--- src/rtl/insn_dec_pkg.sv ---
package insn_dec_pkg;

  localparam int OP_W   = 6;
  localparam int FN_W   = 6;
  localparam int N_INSN = 7;

  localparam int K_ADD   = 0;
  localparam int K_SUB   = 1;
  localparam int K_ORI   = 2;
  localparam int K_LOAD  = 3;
  localparam int K_STORE = 4;
  localparam int K_BEQ   = 5;
  localparam int K_JUMP  = 6;

  localparam logic [OP_W-1:0] OPC_REG   = 6'b000000;
  localparam logic [OP_W-1:0] OPC_ORI   = 6'b001101;
  localparam logic [OP_W-1:0] OPC_LOAD  = 6'b100011;
  localparam logic [OP_W-1:0] OPC_STORE = 6'b101011;
  localparam logic [OP_W-1:0] OPC_BEQ   = 6'b000100;
  localparam logic [OP_W-1:0] OPC_JUMP  = 6'b000010;

  localparam logic [FN_W-1:0] FN_ADD = 6'b100000;
  localparam logic [FN_W-1:0] FN_SUB = 6'b100010;

  localparam logic [1:0] ALU_ADD = 2'b00;
  localparam logic [1:0] ALU_SUB = 2'b01;
  localparam logic [1:0] ALU_OR  = 2'b10;

  typedef struct packed {
    logic       dst_rd;
    logic       imm_b;
    logic       load_wb;
    logic       reg_we;
    logic       mem_we;
    logic       branch;
    logic       jump;
    logic       sext;
    logic [1:0] alu;
  } ctrl_t;

  localparam int CTRL_W = $bits(ctrl_t);

  function automatic logic [OP_W-1:0] insn_opc(int k);
    case (k)
      K_ORI:   return OPC_ORI;
      K_LOAD:  return OPC_LOAD;
      K_STORE: return OPC_STORE;
      K_BEQ:   return OPC_BEQ;
      K_JUMP:  return OPC_JUMP;
      default: return OPC_REG;
    endcase
  endfunction

  function automatic logic insn_uses_fn(int k);
    return (k == K_ADD) || (k == K_SUB);
  endfunction

  function automatic logic [FN_W-1:0] insn_fn(int k);
    return (k == K_SUB) ? FN_SUB : FN_ADD;
  endfunction

  // one product-term row of the control table
  function automatic ctrl_t insn_row(int k);
    ctrl_t r;
    r = '0;
    case (k)
      K_ADD:   begin r.dst_rd = 1'b1; r.reg_we = 1'b1; r.alu = ALU_ADD; end
      K_SUB:   begin r.dst_rd = 1'b1; r.reg_we = 1'b1; r.alu = ALU_SUB; end
      K_ORI:   begin r.imm_b = 1'b1; r.reg_we = 1'b1; r.alu = ALU_OR; end
      K_LOAD:  begin r.imm_b = 1'b1; r.reg_we = 1'b1; r.load_wb = 1'b1;
                     r.sext = 1'b1; r.alu = ALU_ADD; end
      K_STORE: begin r.imm_b = 1'b1; r.mem_we = 1'b1; r.sext = 1'b1;
                     r.alu = ALU_ADD; end
      K_BEQ:   begin r.branch = 1'b1; r.alu = ALU_SUB; end
      K_JUMP:  begin r.jump = 1'b1; end
      default: r = '0;
    endcase
    return r;
  endfunction

endpackage

--- src/rtl/insn_match_plane.sv ---
module insn_match_plane
  import insn_dec_pkg::*;
(
  input  logic [OP_W-1:0]   op_i,
  input  logic [FN_W-1:0]   fn_i,
  output logic [N_INSN-1:0] hit_o
);

  for (genvar k = 0; k < N_INSN; k++) begin : g_term
    if (insn_uses_fn(k)) begin : g_with_fn
      assign hit_o[k] = (op_i == insn_opc(k)) && (fn_i == insn_fn(k));
    end else begin : g_op_only
      assign hit_o[k] = (op_i == insn_opc(k));
    end
  end

  // one encoding never selects two rows
  always_comb begin
    p_single_hit_r9: assert ($onehot0(hit_o))
      else $error("match plane raised several rows");
  end

endmodule

--- src/rtl/insn_sum_plane.sv ---
module insn_sum_plane
  import insn_dec_pkg::*;
(
  input  logic [N_INSN-1:0] hit_i,
  output ctrl_t             ctrl_o
);

  function automatic logic [N_INSN-1:0] col_mask(int j);
    logic [N_INSN-1:0] m;
    logic [CTRL_W-1:0] row;
    for (int k = 0; k < N_INSN; k++) begin
      row  = insn_row(k);
      m[k] = row[j];
    end
    return m;
  endfunction

  logic [CTRL_W-1:0] ctrl_bits;

  for (genvar j = 0; j < CTRL_W; j++) begin : g_col
    assign ctrl_bits[j] = |(hit_i & col_mask(j));
  end

  assign ctrl_o = ctrl_t'(ctrl_bits);

  // no recognised row, no control activity
  always_comb begin
    if (hit_i == '0) begin
      p_idle_r8: assert (ctrl_o == '0)
        else $error("control active without a matched row");
    end
  end

endmodule

--- src/rtl/insn_ctrl_dec.sv ---
module insn_ctrl_dec
  import insn_dec_pkg::*;
(
  input  logic [5:0] op_i,
  input  logic [5:0] fn_i,
  output logic       dst_rd_o,
  output logic       imm_b_o,
  output logic       load_wb_o,
  output logic       reg_we_o,
  output logic       mem_we_o,
  output logic       branch_o,
  output logic       jump_o,
  output logic       sext_o,
  output logic [1:0] alu_op_o
);

  logic [N_INSN-1:0] hit;
  ctrl_t             ctrl;

  insn_match_plane u_match (
    .op_i  (op_i),
    .fn_i  (fn_i),
    .hit_o (hit)
  );

  insn_sum_plane u_sum (
    .hit_i  (hit),
    .ctrl_o (ctrl)
  );

  assign dst_rd_o  = ctrl.dst_rd;
  assign imm_b_o   = ctrl.imm_b;
  assign load_wb_o = ctrl.load_wb;
  assign reg_we_o  = ctrl.reg_we;
  assign mem_we_o  = ctrl.mem_we;
  assign branch_o  = ctrl.branch;
  assign jump_o    = ctrl.jump;
  assign sext_o    = ctrl.sext;
  assign alu_op_o  = ctrl.alu;

  always_comb begin
    p_excl_we_r10: assert ($onehot0({reg_we_o, mem_we_o, branch_o, jump_o}))
      else $error("two state-changing controls at once");
    if (branch_o) begin
      p_branch_sub_r6: assert (alu_op_o == ALU_SUB && !reg_we_o)
        else $error("branch without compare");
    end
    if (mem_we_o) begin
      p_store_addr_r5: assert (imm_b_o && sext_o && alu_op_o == ALU_ADD)
        else $error("store address path wrong");
    end
    if (load_wb_o) begin
      p_load_wb_r4: assert (reg_we_o && imm_b_o && sext_o)
        else $error("load writeback without register write");
    end
  end

endmodule

--- config.mk ---
export PLATFORM = sky130hd
export DESIGN_NAME = insn_ctrl_dec
export DESIGN_NICKNAME = d
export VERILOG_FILES = /design/src/rtl/insn_dec_pkg.sv /design/src/rtl/insn_match_plane.sv /design/src/rtl/insn_sum_plane.sv /design/src/rtl/insn_ctrl_dec.sv
export SDC_FILE = /design/constraint.sdc
export NUM_CORES = 1
export LEC_CHECK = 0
export BUFFER_PORTS_ARGS = -buffer_cell sky130_fd_sc_hd__buf_2
export CAP_MARGIN = 20
export CORE_AREA = 3 3 40 42
export DETAILED_ROUTE_END_ITERATION = 7
export DIE_AREA = 0 0 43 45
export GPL_ROUTABILITY_DRIVEN = 1
export GPL_TIMING_DRIVEN = 1
export PLACE_DENSITY = 0.35
export SETUP_SLACK_MARGIN = 0.05
export SYNTH_ARGS = -nofsm -noshare
export SYNTH_HDL_FRONTEND = slang
export SYNTH_SLANG_ARGS = --single-unit
--- constraint.sdc ---
create_clock -name vclk -period 1.1
set_clock_uncertainty 0.2 [all_clocks]
set_input_delay 0.055 -clock vclk [all_inputs]
set_output_delay 0.055 -clock vclk [all_outputs]
set_load 0.02 [all_outputs]
==> reports/qor.yml <==
drt:
  routed_wl_um: 568
  avgRoutedWirePerCell_um: 9.16
  viasPerCell: 4.03
  postRouteAntennaNets: 0
  route.detailed.drc: 0
  detailroute.via_count: 250
  drt_iter0_markers: 1
  firstDrtPassIters: 2
layout:
  post_route_cells_drive_above_1_share_pct: 68.1
  register_area_sq_um: 0
  insertedDiodeCount: 0
  finish.net_count: 61
  syn_to_final_growth_pct: 181
  final.clkbuf_count: 0
  count_of_placed_standard_cells_in_the_final_layout_fillers_left_out: 62
  sequential_cell_total: 0
synthesis:
  yosys_warnings: 0
  postSynthNetCount: 34
  yosys.area.top_type_share_pct: 14.2
  synthCells: 22
  yosysMostFrequentCell: "sky130_fd_sc_hd__nor2_1"
  post_synth_instance_area_sq_um: 133
  synth.lib_cells_used.distinct: 13
  synth_sequential_area_ratio_pct: 0
  synth_area_leader: "sky130_fd_sc_hd__nor2_1"
  syn_area_per_cell_sq_um: 6.03
  yosys-top-cells-count: "5 x sky130_fd_sc_hd__nor2_1, 3 x sky130_fd_sc_hd__inv_1, 3 x sky130_fd_sc_hd__nand2_1, 2 x sky130_fd_sc_hd__nor3_1"
  netlist_top_cells_area: "sky130_fd_sc_hd__nor2_1 14%, sky130_fd_sc_hd__nand4b_2 11%, sky130_fd_sc_hd__o221ai_2 11%"
pwr:
  ir_drop_mv: 0.117
  p_per_area_nw_per_um2: 255
  design_power_total_w: 0.0000952
  leakage_nw: 0.223
sta:
  setup_viol: 0
  min_period_ps: 1070
  timing.final.crit_share_pct: 97.6
  timing.max_slew.rel_slack_pct: 87.8
  worst-slew-pin-transition_ps: 183
  fmaxAchievable_mhz: 932
  slew_viol_final: 0
  timing.final.hold_violations: 0
  setup_slack_ps: 26.7
  grt_setup_unrepaired: "true"
  timing.hold.ws_ps: 187
critical_path:
  worstPathBufferInverterCount: 2
  critical_path_class: "input pin to output port"
  timing.critical_path.slowest_cell_delay_ps: 210
  worstPathArrival_ps: 820
  timing.critical_path.cells: "buf_8 > nor3_4 > nand4_1 > o221ai_2 > buf_4"
  required_ps: 840
  worst_setup_path_start_kind: "input pin"
  critical_path_peak_fanout: 3
  worstSetupStartpoint: "op_i[1]"
  critPathSlowestCell: "sky130_fd_sc_hd__nor3_4"
  worst_setup_path_endpoint: "reg_we_o"
  timing.critical_path.to_type: "output port"
  timing.critical_path.depth: 5
  crit_path_max_delay_family: "simple AND/OR/NAND/NOR gates"
die:
  die-area_sq_um: 1940
  coreArea_sq_um: 1280
  die_width_um: 43
  core.rowCount: 13
  start_util_pct: 10.3
  pin_count: 22
  die_height_um: 45
placement:
  post_detail_place_hpwl_um: 482
  post-place-ws_ps: -62.3
  numPortBuffers: 22
  gpl.final_weighted_congestion: 0.658
  dpl.cell_count: 62
min_path:
  min-delay-path-class: "input pin to output port"
status:
  run_status: "finished clean"
grt:
  via_count_of_the_first_global_routing_pass: 211
  wire_length_of_the_first_global_routing_pass_um: 910
  grt_max_degree: 6
  grt_antenna_before_repair: 0
  global_route.overflow_total: 0
  grt_use_total_pct: 5.56
clock_network:
  post-cts-setup-buffers: 0
job:
  max-cap-violations: 0
report_power, final:
| group | internal [W] | total, W | switching (W) |
|---|---|---|---|
| clock network | 0 | 0 | 0 |
| registers | 0 | 0 | 0 |
| logic | 0.0000526 | 0.0000952 | 0.0000426 |
| total | 0.0000526 | 0.0000952 | 0.0000426 |
timing repair:
| action | CTS | global route |
|---|---|---|
| pin swaps | 2 | 4 |
| resized for setup | 11 | 10 |
| setup endpoints to repair | 5 | 6 |
| hold buffers | 0 | 0 |
through the flow:
step           util [%]  area [sq um]  setup TNS [ps]
6_report           29.0           373               0
2_1_floorplan         -           133               0
5_1_grt            29.0           373           -53.5
3_5_place_dp       22.1           284           -94.4
3_3_place_gp       22.1           284            -137
4_1_cts            25.8           332               0
per-layer routing:
metal	vias to the layer above	global-route usage, %	share of wire (%)
li1	129	-	-
met1	103	8.35	47
met2	18	8.08	35
met3	0	1.99	18
met4	0	0	0
met5	-	0	0
placed cells by master, fill, tap and decap left out, types with 2 or more instances in the layout:
master and instances:
sky130_fd_sc_hd__buf_6 6, sky130_fd_sc_hd__nor3_4 2, sky130_fd_sc_hd__buf_4 5, sky130_fd_sc_hd__buf_2 13
sky130_fd_sc_hd__nand2_1 2, sky130_fd_sc_hd__nor2_1 4, sky130_fd_sc_hd__inv_1 3
worst min-delay path by stage:
stage,start,endpoint,cells after the start
after floorplan,op_i[3],load_wb_o,1
after global placement,op_i[4],jump_o,3
after detailed placement,op_i[4],jump_o,3
after CTS,op_i[4],jump_o,3
after global routing,op_i[4],jump_o,3
final,op_i[4],jump_o,3
cell type report:
| class | count | area, sq um |
|---|---|---|
| Tap cell | 15 | 18.8 |
| Fill cell | 154 | 912 |
| Timing Repair Buffer | 25 | 185 |
| Multi-Input combinational cell | 19 | 158 |
| Inverter | 3 | 11.3 |
logic make-up (layout without fill, tap and decap cells):
family | Yosys count | after routing | share of synthesized area (%)
and+or+nand+nor | 17 | 17 | 75.5
buffers and inverters | 3 | 28 | 8.49
AOI/OAI and AO/OA | 2 | 2 | 16.0
No activity file was read; power rests on OpenSTA's default activity.
